[src/rtl/nic_eectl_pkg.sv]
package nic_eectl_pkg;
  localparam int CFG_REGS   = 4;
  localparam int EE_WORD_W  = 16;
  localparam int LOAD_WORDS = CFG_REGS * 8 / EE_WORD_W;

  typedef enum logic [1:0] {
    MODE_NORMAL   = 2'b00,
    MODE_AUTOLOAD = 2'b01,
    MODE_PROGRAM  = 2'b10,
    MODE_CFGWR    = 2'b11
  } ee_mode_e;

  typedef enum logic [2:0] {
    LD_IDLE,
    LD_SETUP,
    LD_LOW,
    LD_HIGH,
    LD_GAP
  } ld_state_e;

  localparam logic [2:0] SEL_CMD = 3'b000;

  function automatic logic [7:0] cfg_reset_val(input int idx);
    return (idx >= 2) ? 8'h40 : 8'h00;
  endfunction
endpackage

[src/rtl/nic_eectl_loader.sv]
module nic_eectl_loader
  import nic_eectl_pkg::*;
#(
  parameter int ADDR_W      = 6,
  parameter int HALF_CYCLES = 2,
  parameter int WORD_W      = 16,
  parameter int N_WORDS     = 2
) (
  input  logic                      clk,
  input  logic                      rst_n,
  input  logic                      start,
  input  logic                      ee_do,
  output logic                      busy,
  output logic                      done,
  output logic                      eng_cs,
  output logic                      eng_sk,
  output logic                      eng_di,
  output logic [N_WORDS*WORD_W-1:0] words
);
  localparam int CMD_BITS = 3 + ADDR_W;
  localparam int SLOTS    = CMD_BITS + WORD_W;
  localparam int DIV_W    = (HALF_CYCLES > 1) ? $clog2(HALF_CYCLES) : 1;
  localparam int SLOT_W   = $clog2(SLOTS + 1);
  localparam int WIDX_W   = (N_WORDS > 1) ? $clog2(N_WORDS) : 1;
  localparam logic [DIV_W-1:0]  DIV_LAST   = DIV_W'(HALF_CYCLES - 1);
  localparam logic [SLOT_W-1:0] SLOT_LAST  = SLOT_W'(SLOTS - 1);
  localparam logic [SLOT_W-1:0] SLOT_DATA0 = SLOT_W'(CMD_BITS);
  localparam logic [WIDX_W-1:0] WIDX_LAST  = WIDX_W'(N_WORDS - 1);

  ld_state_e           state_q;
  logic [DIV_W-1:0]    div_q;
  logic [SLOT_W-1:0]   slot_q;
  logic [WIDX_W-1:0]   widx_q;
  logic [WORD_W-1:0]   shift_q;
  logic [CMD_BITS-1:0] cmd_sh_q;
  logic [WORD_W-1:0]   word_q [N_WORDS];
  logic                phase_end;
  logic                last_bit;
  logic [WORD_W-1:0]   shift_nx;

  // Start bit, READ opcode, then the word address MSB first.
  function automatic logic [CMD_BITS-1:0] read_cmd(input logic [WIDX_W-1:0] w);
    return {3'b110, ADDR_W'(w)};
  endfunction

  assign phase_end = (div_q == DIV_LAST);
  assign shift_nx  = {shift_q[WORD_W-2:0], ee_do};
  assign last_bit  = (state_q == LD_HIGH) && phase_end && (slot_q == SLOT_LAST);

  always_ff @(posedge clk) begin
    if (!rst_n) begin
      state_q  <= LD_IDLE;
      div_q    <= '0;
      slot_q   <= '0;
      widx_q   <= '0;
      shift_q  <= '0;
      cmd_sh_q <= '0;
    end else begin
      div_q <= (state_q == LD_IDLE || phase_end) ? '0 : div_q + 1'b1;
      case (state_q)
        LD_IDLE: begin
          if (start) begin
            state_q  <= LD_SETUP;
            widx_q   <= '0;
            slot_q   <= '0;
            cmd_sh_q <= read_cmd('0);
          end
        end
        LD_SETUP: if (phase_end) state_q <= LD_LOW;
        LD_LOW:   if (phase_end) state_q <= LD_HIGH;
        LD_HIGH: begin
          if (phase_end) begin
            cmd_sh_q <= cmd_sh_q << 1;
            if (slot_q >= SLOT_DATA0) shift_q <= shift_nx;
            if (slot_q == SLOT_LAST) begin
              state_q <= LD_GAP;
            end else begin
              slot_q  <= slot_q + 1'b1;
              state_q <= LD_LOW;
            end
          end
        end
        LD_GAP: begin
          if (phase_end) begin
            slot_q <= '0;
            if (widx_q == WIDX_LAST) begin
              state_q <= LD_IDLE;
            end else begin
              widx_q   <= widx_q + 1'b1;
              cmd_sh_q <= read_cmd(WIDX_W'(widx_q + 1'b1));
              state_q  <= LD_SETUP;
            end
          end
        end
        default: state_q <= LD_IDLE;
      endcase
    end
  end

  always_ff @(posedge clk) begin
    if (!rst_n) begin
      for (int i = 0; i < N_WORDS; i++) word_q[i] <= '0;
    end else if (last_bit) begin
      word_q[widx_q] <= shift_nx;
    end
  end

  for (genvar g = 0; g < N_WORDS; g++) begin : g_words
    assign words[g*WORD_W +: WORD_W] = word_q[g];
  end

  assign busy   = (state_q != LD_IDLE);
  assign done   = (state_q == LD_GAP) && phase_end && (widx_q == WIDX_LAST);
  assign eng_cs = (state_q == LD_SETUP) || (state_q == LD_LOW) || (state_q == LD_HIGH);
  assign eng_sk = (state_q == LD_HIGH);
  assign eng_di = ((state_q == LD_LOW) || (state_q == LD_HIGH)) && cmd_sh_q[CMD_BITS-1];

  // the serial clock only pulses with the device selected
  a_r5_sk_inside_cs: assert property (@(posedge clk) disable iff (!rst_n)
    eng_sk |-> eng_cs);
  // an accepted start makes the engine busy on the next cycle
  a_r5_start_busy: assert property (@(posedge clk) disable iff (!rst_n)
    (start && !busy) |=> busy);
  // the final cycle of a load is followed by idle
  a_r5_done_idle: assert property (@(posedge clk) disable iff (!rst_n)
    done |=> !busy);
endmodule

[src/rtl/nic_eectl_regs.sv]
module nic_eectl_regs
  import nic_eectl_pkg::*;
#(
  parameter int WORD_W  = 16,
  parameter int N_WORDS = 2
) (
  input  logic                         clk,
  input  logic                         rst_n,
  input  logic                         wr_fire,
  input  logic [2:0]                   wr_sel,
  input  logic [7:0]                   wr_data,
  input  logic                         ld_done,
  input  logic                         ld_busy,
  input  logic [N_WORDS*WORD_W-1:0]    ld_words,
  output logic [7:1]                   cmd_hi_q,
  output logic [CFG_REGS-1:0][7:0]     cfg_q,
  output logic                         start_load
);
  logic [CFG_REGS-1:0][7:0] ld_bytes;
  logic cmd_wr;
  logic cfg_wr;

  // Loaded words are little-endian: byte k sits at bit 8k of the word stream.
  for (genvar g = 0; g < CFG_REGS; g++) begin : g_bytes
    assign ld_bytes[g] = ld_words[g*8 +: 8];
  end

  assign cmd_wr     = wr_fire && (wr_sel == SEL_CMD);
  assign cfg_wr     = wr_fire && wr_sel[2] && (cmd_hi_q[7:6] == MODE_CFGWR);
  assign start_load = cmd_wr && (wr_data[7:6] == MODE_AUTOLOAD);

  always_ff @(posedge clk) begin
    if (!rst_n) begin
      cmd_hi_q <= '0;
    end else if (cmd_wr) begin
      cmd_hi_q <= wr_data[7:1];
    end else if (ld_done) begin
      cmd_hi_q[7:6] <= MODE_NORMAL;
    end
  end

  always_ff @(posedge clk) begin
    if (!rst_n) begin
      for (int i = 0; i < CFG_REGS; i++) cfg_q[i] <= cfg_reset_val(i);
    end else if (ld_done) begin
      cfg_q <= ld_bytes;
    end else if (cfg_wr) begin
      cfg_q[wr_sel[1:0]] <= wr_data;
    end
  end

  // configuration bytes are frozen while a load is still running
  a_r6_cfg_frozen: assert property (@(posedge clk) disable iff (!rst_n)
    (ld_busy && !ld_done) |=> $stable(cfg_q));
  // a configuration change always traces back to a load end or an unlocked write
  a_r4_cfg_cause: assert property (@(posedge clk) disable iff (!rst_n)
    !$stable(cfg_q) |-> ($past(ld_done) || $past(cfg_wr)));
endmodule

[src/rtl/nic_eectl_pinmux.sv]
module nic_eectl_pinmux
  import nic_eectl_pkg::*;
(
  input  logic       ld_busy,
  input  logic       eng_cs,
  input  logic       eng_sk,
  input  logic       eng_di,
  input  logic [1:0] mode,
  input  logic [2:0] bang,
  output logic       ee_cs,
  output logic       ee_sk,
  output logic       ee_di
);
  always_comb begin
    if (ld_busy) begin
      {ee_cs, ee_sk, ee_di} = {eng_cs, eng_sk, eng_di};
    end else if (mode == MODE_PROGRAM) begin
      {ee_cs, ee_sk, ee_di} = bang;
    end else begin
      {ee_cs, ee_sk, ee_di} = 3'b000;
    end
  end
endmodule

[src/rtl/nic_eectl.sv]
module nic_eectl
  import nic_eectl_pkg::*;
#(
  parameter int         EE_ADDR_W      = 6,
  parameter int         SK_HALF_CYCLES = 2,
  parameter logic [7:0] MAIN_CMD_VAL   = 8'h21
) (
  input  logic       clk,
  input  logic       rst_n,
  input  logic       wr_valid,
  output logic       wr_ready,
  input  logic [2:0] wr_sel,
  input  logic [7:0] wr_data,
  input  logic [2:0] rd_sel,
  output logic [7:0] rd_data,
  output logic       ee_cs,
  output logic       ee_sk,
  output logic       ee_di,
  input  logic       ee_do,
  output logic       load_busy,
  output logic       main_cmd_load,
  output logic [7:0] main_cmd_value
);
  logic                             wr_fire;
  logic                             start_load;
  logic                             ld_done;
  logic                             eng_cs, eng_sk, eng_di;
  logic [LOAD_WORDS*EE_WORD_W-1:0]  ld_words;
  logic [7:1]                       cmd_hi_q;
  logic [CFG_REGS-1:0][7:0]         cfg_q;
  logic                             main_load_q;

  assign wr_ready = !load_busy;
  assign wr_fire  = wr_valid && wr_ready;

  nic_eectl_loader #(
    .ADDR_W     (EE_ADDR_W),
    .HALF_CYCLES(SK_HALF_CYCLES),
    .WORD_W     (EE_WORD_W),
    .N_WORDS    (LOAD_WORDS)
  ) loader_i (
    .clk   (clk),
    .rst_n (rst_n),
    .start (start_load),
    .ee_do (ee_do),
    .busy  (load_busy),
    .done  (ld_done),
    .eng_cs(eng_cs),
    .eng_sk(eng_sk),
    .eng_di(eng_di),
    .words (ld_words)
  );

  nic_eectl_regs #(
    .WORD_W (EE_WORD_W),
    .N_WORDS(LOAD_WORDS)
  ) regs_i (
    .clk       (clk),
    .rst_n     (rst_n),
    .wr_fire   (wr_fire),
    .wr_sel    (wr_sel),
    .wr_data   (wr_data),
    .ld_done   (ld_done),
    .ld_busy   (load_busy),
    .ld_words  (ld_words),
    .cmd_hi_q  (cmd_hi_q),
    .cfg_q     (cfg_q),
    .start_load(start_load)
  );

  nic_eectl_pinmux pinmux_i (
    .ld_busy(load_busy),
    .eng_cs (eng_cs),
    .eng_sk (eng_sk),
    .eng_di (eng_di),
    .mode   (cmd_hi_q[7:6]),
    .bang   (cmd_hi_q[3:1]),
    .ee_cs  (ee_cs),
    .ee_sk  (ee_sk),
    .ee_di  (ee_di)
  );

  always_comb begin
    if (rd_sel == SEL_CMD)  rd_data = {cmd_hi_q, ee_do};
    else if (rd_sel[2])     rd_data = cfg_q[rd_sel[1:0]];
    else                    rd_data = 8'h00;
  end

  always_ff @(posedge clk) begin
    if (!rst_n) main_load_q <= 1'b0;
    else        main_load_q <= ld_done;
  end

  assign main_cmd_load  = main_load_q;
  assign main_cmd_value = MAIN_CMD_VAL;

  // the reload request appears in the first idle cycle after a load
  a_r8_pulse_after_load: assert property (@(posedge clk) disable iff (!rst_n)
    main_cmd_load |-> (!load_busy && $past(load_busy)));
  // outside program mode and loads the EEPROM pins rest low
  a_r3_pins_rest: assert property (@(posedge clk) disable iff (!rst_n)
    (!load_busy && (cmd_hi_q[7:6] != MODE_PROGRAM)) |-> (!ee_cs && !ee_sk && !ee_di));
  // no write is accepted while loading
  a_r7_hold_off: assert property (@(posedge clk) disable iff (!rst_n)
    (load_busy && wr_valid && wr_sel == SEL_CMD) |=> $stable(cmd_hi_q[5:1]));
endmodule

[config.mk]
export PLATFORM = sky130hd
export DESIGN_NAME = nic_eectl
export DESIGN_NICKNAME = d
export VERILOG_FILES = /design/src/rtl/nic_eectl_pkg.sv /design/src/rtl/nic_eectl_loader.sv /design/src/rtl/nic_eectl_regs.sv /design/src/rtl/nic_eectl_pinmux.sv /design/src/rtl/nic_eectl.sv
export SDC_FILE = /design/constraint.sdc
export NUM_CORES = 1
export LEC_CHECK = 0
export BUFFER_PORTS_ARGS = -buffer_cell sky130_fd_sc_hd__buf_2
export CORE_MARGIN = 1.5
export CORE_UTILIZATION = 54
export DETAILED_ROUTE_END_ITERATION = 16
export GPL_TIMING_DRIVEN = 0
export PLACE_DENSITY = 0.76
export SYNTH_ARGS = -nofsm -noshare
export SYNTH_HDL_FRONTEND = slang
export SYNTH_HIERARCHICAL = 1
export SYNTH_SLANG_ARGS = --single-unit
[constraint.sdc]
create_clock -name clk -period 2.65 [get_ports clk]
set_input_delay 0.3975 -clock clk [delete_from_list [all_inputs] [get_ports clk]]
set_output_delay 0.3975 -clock clk [all_outputs]
set_load 0.03 [all_outputs]
==> results.cfg, run 1 <==
[power_and_ir_drop]
leakage_nw = 2.103
ir_drop_mv = 0.2264
p_per_area_mw_per_mm2 = 504.0

[synth]
synth_mux_area_share_pct = 3.635
ys_types = 64
yosys.area_share.simple_pct = 18.93
synth_top_family_by_area = compound AO/OA/AOI/OAI gates
yosys.area.top_type = dfxtp_1
synth-main-ff-cell = dfxtp_1
yosys_warnings = 6
async_reset_ff_share_pct = 0
synth_xor_area_share_pct = 0
netlist_area_mm2 = 0.005129
synth_common_cells = 74 x dfxtp_1, 53 x a211oi_1, 44 x o21ai_0, 43 x nand2_1, 38 x and2_1
syn_avg_cell_area_um2 = 9.959
synth-edff-count = 32
synth_fa_ha_area_share_pct = 0.7319
synthTopCellsByArea = dfxtp_1 29%, edfxtp_1 19%, a211oi_1 7.8%, and2_1 4.6%, o21ai_0 4.3%
synth_compound_area_share_pct = 21.62
yosysMostFrequentCell = dfxtp_1
synth_top_area_share_pct = 28.89
synth_seq_cells = 106
syn-instance-count = 515
seq_area_frac_synth_pct = 47.62

[global_route]
grt_pass1_vias = 3902
overflow = 0
antenna_found_initial = 0
grt_use_total_pct = 25.94
grt_pass1_wl_um = 19980
grt_max_degree = 20

[sta]
final.setup_skew_ns = 0.01092
hold_viol_final = 0
finalWorstSetupSlack_ns = -0.01272
worst_slew_margin_rel_pct = 46.55
rsz0062_at_grt = true
tightest_slew_ns = 0.7964
fmax_mhz = 375.6
tns_ns = -0.01272
period_share_pct = 100.5
setup_viol = 1
slew_violations = 0
period_minus_slack_ns = 2.663

[placement]
hpwlAfterDp_um = 9106
routabilityCongestion = 0.8825
numPortBuffers = 31

[status]
violations = negative setup slack
status = finished with violations

[final_layout]
drive_gt1_share_pct = 22.30
antennaDiodeCount = 0
fin_nets = 590
syn_to_final_growth_pct = 13.34
final_core_util_pct = 62.91

[worst_setup_path]
worstSetupStartpointType = register
path_class = reg -> reg
rrSetupSlack_ns = -0.01
required_ns = 2.92
critPathMaxFanout = 7
cp-end-kind = register
cp.arrival_ns = 2.93

[floorplanning]
die_w_um = 100.5
dieArea_mm2 = 0.01009
core-area_mm2 = 0.009240
row_count = 35
io_pins = 40
initial_core_util_pct = 55.50
fp.dieH_um = 100.5

[routing]
drt_iter0_drc = 188
vias = 4107
routed.top_layer = met4
wl_met2_um = 6049
routed-wl-met3_um = 711
vias_per_cell = 5.842
postRouteAntennaNets = 0
post_drt_wl_per_cell_um = 17.96
drt-met1-wl_um = 5486
first_pass_iters = 4
drc = 0
wl_um = 12630

[flow_run]
maxCapViolCount = 0

[clocking]
path_clk_slew_ns = 0.10
insertion_delay_ns = 0.36
cts_sinks = 106
cts_made_buffers = 9
htreeDepth = 3
cts_tree = yes
clk_path_buf_depth = 2
cts-root-buf = clkbuf_8

[min_path]
hp-class = in -> reg
timing repair:
action,CTS,global route
pin swaps,3,4
endpoints found under the setup margin,14,16
hold buffers,0,0
setup buffers,4,4
endpoints found under the hold margin,0,0
resized for setup,3,11
path summary, 6_finish.rpt:
kind | startpoint | endpoint | depth (start not counted)
worst max-delay path | loader_i/state_q[2] | loader_i/cmd_sh_q[0] | 9
worst min-delay path | wr_data[3] | regs_i/cmd_hi_q[3] | 3
worst max register to register | loader_i/state_q[2] | loader_i/cmd_sh_q[0] | 9
worst min register to register | loader_i/cmd_sh_q[6] | loader_i/cmd_sh_q[6] | 2
state kept, by name (all words and copies together) (netlist names):
name               count
loader_i/div_q         1
main_cmd_load          1
loader_i/widx_q        1
loader_i/shift_q      15
loader_i/state_q       3
loader_i/word_q       32
loader_i/slot_q        5
loader_i/cmd_sh_q      9
regs_i/cmd_hi_q        7
regs_i/cfg_q          32
kinds of logic (layout without fill, tap and decap cells):
family / after synthesis / after routing
simple gates: 166 / 166
compound gates: 163 / 163
flops: 106 / 106
buf+inv: 59 / 112
mux: 16 / 16
fa+ha+maj: 3 / 3
other cells: 2 / 8
cell usage in the layout (no fill, tap or decap), types with 15 or more instances in the layout:
| cell type | instances |
|---|---|
| dfxtp_1 | 71 |
| a211oi_1 | 53 |
| o21ai_0 | 42 |
| buf_2 | 41 |
| nand2_1 | 39 |
| and2_1 | 38 |
| edfxtp_1 | 32 |
| nand3_1 | 19 |
| nor2_1 | 18 |
| buf_4 | 16 |
| buf_6 | 15 |
critical path: stages (launching register included):
cell and delay (ns):
dfxtp_4 0.38, buf_8 0.12, or3_4 0.35, nor2b_4 0.12, or4b_4 0.52, nor3b_4 0.30, mux2_4 0.23, a21oi_4 0.08
o21bai_1 0.15, nor4bb_2 0.31
layout make-up:
type / instances / area, um^2
timing repair buffer: 41 / 241.5
fill: 778 / 3427
clock buffer: 9 / 123.9
tap: 129 / 161.4
buffer: 48 / 327.8
clock inverter: 7 / 83.83
sequential: 106 / 2449
multi-input combinational: 356 / 2400
inverter: 7 / 26.28
where the power goes:
part / switching, mW / internal, mW
Clock: 0.581 / 0.456
Combinational: 0.128 / 0.0620
Sequential: 0.0107 / 1.69
Total: 0.719 / 2.21
per-layer routing:
layer,up-vias,track usage [%]
li1,1995,-
met1,1937,33.71
met2,146,42.96
met4,0,11.59
met5,-,0
met3,29,4.092
per-stage QoR:
stage | setup slack (ns) | area, um^2 | hold slack, ns | instances | total power [mW]
after floorplan | -0.05398 | 5199 | 0.4308 | 521 | 1.856
after global placement | -0.4346 | 5515 | 0.4366 | 681 | 1.917
after detailed placement | -0.2060 | 5538 | 0.4473 | 683 | 1.923
after CTS | 0.01743 | 5774 | 0.2675 | 702 | 2.935
after global routing | -0.1167 | 5813 | 0.2677 | 703 | 3.024
final | -0.01272 | 5813 | 0.2810 | 703 | 2.930
(Power assumes the default switching activity.)
==> run 2: changes to the inputs <==
--- a/config.mk
+++ b/config.mk
@@ -9,6 +9,7 @@
 export CORE_MARGIN = 1.5
-export CORE_UTILIZATION = 54
+export CORE_UTILIZATION = 60
+export CTS_CLUSTER_DIAMETER = 150
 export DETAILED_ROUTE_END_ITERATION = 16
 export GPL_TIMING_DRIVEN = 0
-export PLACE_DENSITY = 0.76
+export PLACE_DENSITY = 0.8
 export SYNTH_ARGS = -nofsm -noshare
==> constraint.sdc (replaced) <==
create_clock -name clk -period 3.45 [get_ports clk]
set_input_delay 0.5175 -clock clk [delete_from_list [all_inputs] [get_ports clk]]
set_output_delay 0.5175 -clock clk [all_outputs]
set_load 0.005 [all_outputs]
==> run 2 against run 1 <==
  * The flow now finishes without violations
  * Non-clock buffer count is 4 lower
  * First-iteration DRC count is 20% higher
  * Global-route usage is 1.9 points higher
  * Final cell count is 4.0% lower
  * Register-to-register slack better by 0.31 ns
  * Design area is 2.5% lower
  * Die area is 9.7% lower
==> results.cfg, run 2 (synthesis gave the netlist of run 1 again) <==
[placement]
routabilityCongestion = 0.9130
place_inst = 659
hpwlAfterDp_um = 8999
numPortBuffers = 31

[clocking]
insertion_delay_ns = 0.38
cts-root-buf = clkbuf_8
cts_sinks = 106
cts_made_buffers = 9
clk_path_buf_depth = 2
cts_resized = 0
path_clk_slew_ns = 0.10
htreeDepth = 3
cts_tree = yes
post_cts_buffers = 0
cts_hold_buf = 0

[worst_setup_path]
critPathMaxFanout = 10
crit_chain = buf_2 -> or3_1 -> nor2b_1 -> or4b_1 -> buf_2 -> nor3b_2 -> nor4b_2 -> a211oi_4 -> o311a_1
worstSetupStartpointType = register
path_buf_inv = 2
cp-end-kind = register
path_class = reg -> reg
required_ns = 3.72
rrSetupSlack_ns = 0.29
path_common_cell = buf_2
cp.arrival_ns = 3.43
crit_path_max_incr_delay_ns = 0.47
critical_path.top_delay_family = simple AND/OR/NAND/NOR gates
crit_slowest_cell = or3_1

[routing]
post_drt_wl_per_cell_um = 17.88
first_pass_iters = 5
wl_um = 12070
drt_iter0_drc = 226
vias = 4139
postRouteAntennaNets = 0
drc = 0
vias_per_cell = 6.132

[status]
status = finished clean

[global_route]
antenna_found_initial = 0
grt_pass1_wl_um = 18890
grt_pass1_vias = 3805
grt_max_degree = 20
grt_use_total_pct = 27.86
overflow = 0

[sta]
setup_viol = 0
rsz0062_at_grt = false
hold_viol_final = 0
period_minus_slack_ns = 3.157
slew_violations = 0
period_share_pct = 91.50
worst_slew_margin_rel_pct = 51.43
tns_ns = 0
tightest_slew_ns = 0.7237
final.setup_skew_ns = 0.01732
fmax_mhz = 316.8

[final_layout]
drive_gt1_share_pct = 19.30
reg_top3 = loader_i/word_q x32, regs_i/cfg_q x32, loader_i/shift_q x15
fin_nets = 586
multi_input_comb_area_mm2 = 0.002333
fillCellCount = 652
antennaDiodeCount = 0
syn_to_final_growth_pct = 10.56
layout_common_cells = 74 x dfxtp_1, 53 x a211oi_1, 43 x nand2_1, 43 x buf_2, 42 x o21ai_0
final_cells = 675
regArea_mm2 = 0.002442
final_common_cell = dfxtp_1

[floorplanning]
dieArea_mm2 = 0.009112
initial_core_util_pct = 62.11
row_count = 33
fp.dieH_um = 95.46
core-area_mm2 = 0.008258
io_pins = 40
die_w_um = 95.46

[power_and_ir_drop]
power.total_mw = 2.232
swShare_pct = 24.40
ir_drop_mv = 0.1916
p_per_area_mw_per_mm2 = 393.6
leakage_nw = 2.058
internal_power_mw = 1.687
switchingPower_mw = 0.5447
pwr-share-comb_pct = 5.7
pwr-share-seq_pct = 58.7
p_clk_share_pct = 35.7

[flow_run]
maxCapViolCount = 0

[min_path]
hp-class = in -> reg
run 2: layout make-up:
class                           count  share of cell area, %
Buffer                             52                  6.156
Clock buffer                       11                  2.868
Clock inverter                      5                 0.9047
Inverter                            7                 0.4634
Multi-Input combinational cell    356                  41.15
Sequential cell                   106                  43.07
Tap cell                          105                  2.317
Timing Repair Buffer               33                  3.067
run 2: worst min-delay path: stages:
cell and delay [ns]:
buf_2 0.11, nand2_1 0.05, a21oi_1 0.05
run 2: per-layer routing:
layer / part of all wire [%] / track usage [%]
met5: 0 / 0
met1: 42 / 35.54
met2: 46 / 43.44
met3: 7.3 / 6.300
met4: 4.5 / 15.93
run 2: metrics by stage:
| step | setup WS (ns) | utilization [%] | instance area [um^2] | hold WS [ns] |
|---|---|---|---|---|
| 6_report | 0.2934 | 68.67 | 5670 | 0.3931 |
| 5_1_grt | 0.1095 | 68.67 | 5670 | 0.3953 |
| 4_1_cts | 0.3113 | 68.67 | 5670 | 0.3825 |
| 3_5_place_dp | 0.3161 | 66.08 | 5456 | 0.4455 |
| 3_3_place_gp | 0.3765 | 65.85 | 5438 | 0.4365 |
| 2_1_floorplan | 0.6457 | - | 5151 | 0.4308 |
run 2: path summary, 6_finish.rpt:
| check | startpoint | endpoint | cells past startpoint |
|---|---|---|---|
| setup / recovery | loader_i/state_q[2] | loader_i/cmd_sh_q[8] | 9 |
| hold / removal | wr_data[1] | regs_i/cmd_hi_q[1] | 3 |
| setup reg to reg | loader_i/state_q[2] | loader_i/cmd_sh_q[8] | 9 |
| hold reg to reg | loader_i/cmd_sh_q[6] | loader_i/cmd_sh_q[6] | 2 |
run 2: power groups by stage:
stage / logic, mW / clock network, mW / registers, mW
floorplan: 0.0766 / 0 / 1.33
global placement: 0.118 / 0 / 1.34
detailed placement: 0.123 / 0 / 1.34
CTS: 0.124 / 0.806 / 1.31
global route: 0.135 / 0.846 / 1.31
finish: 0.126 / 0.796 / 1.31
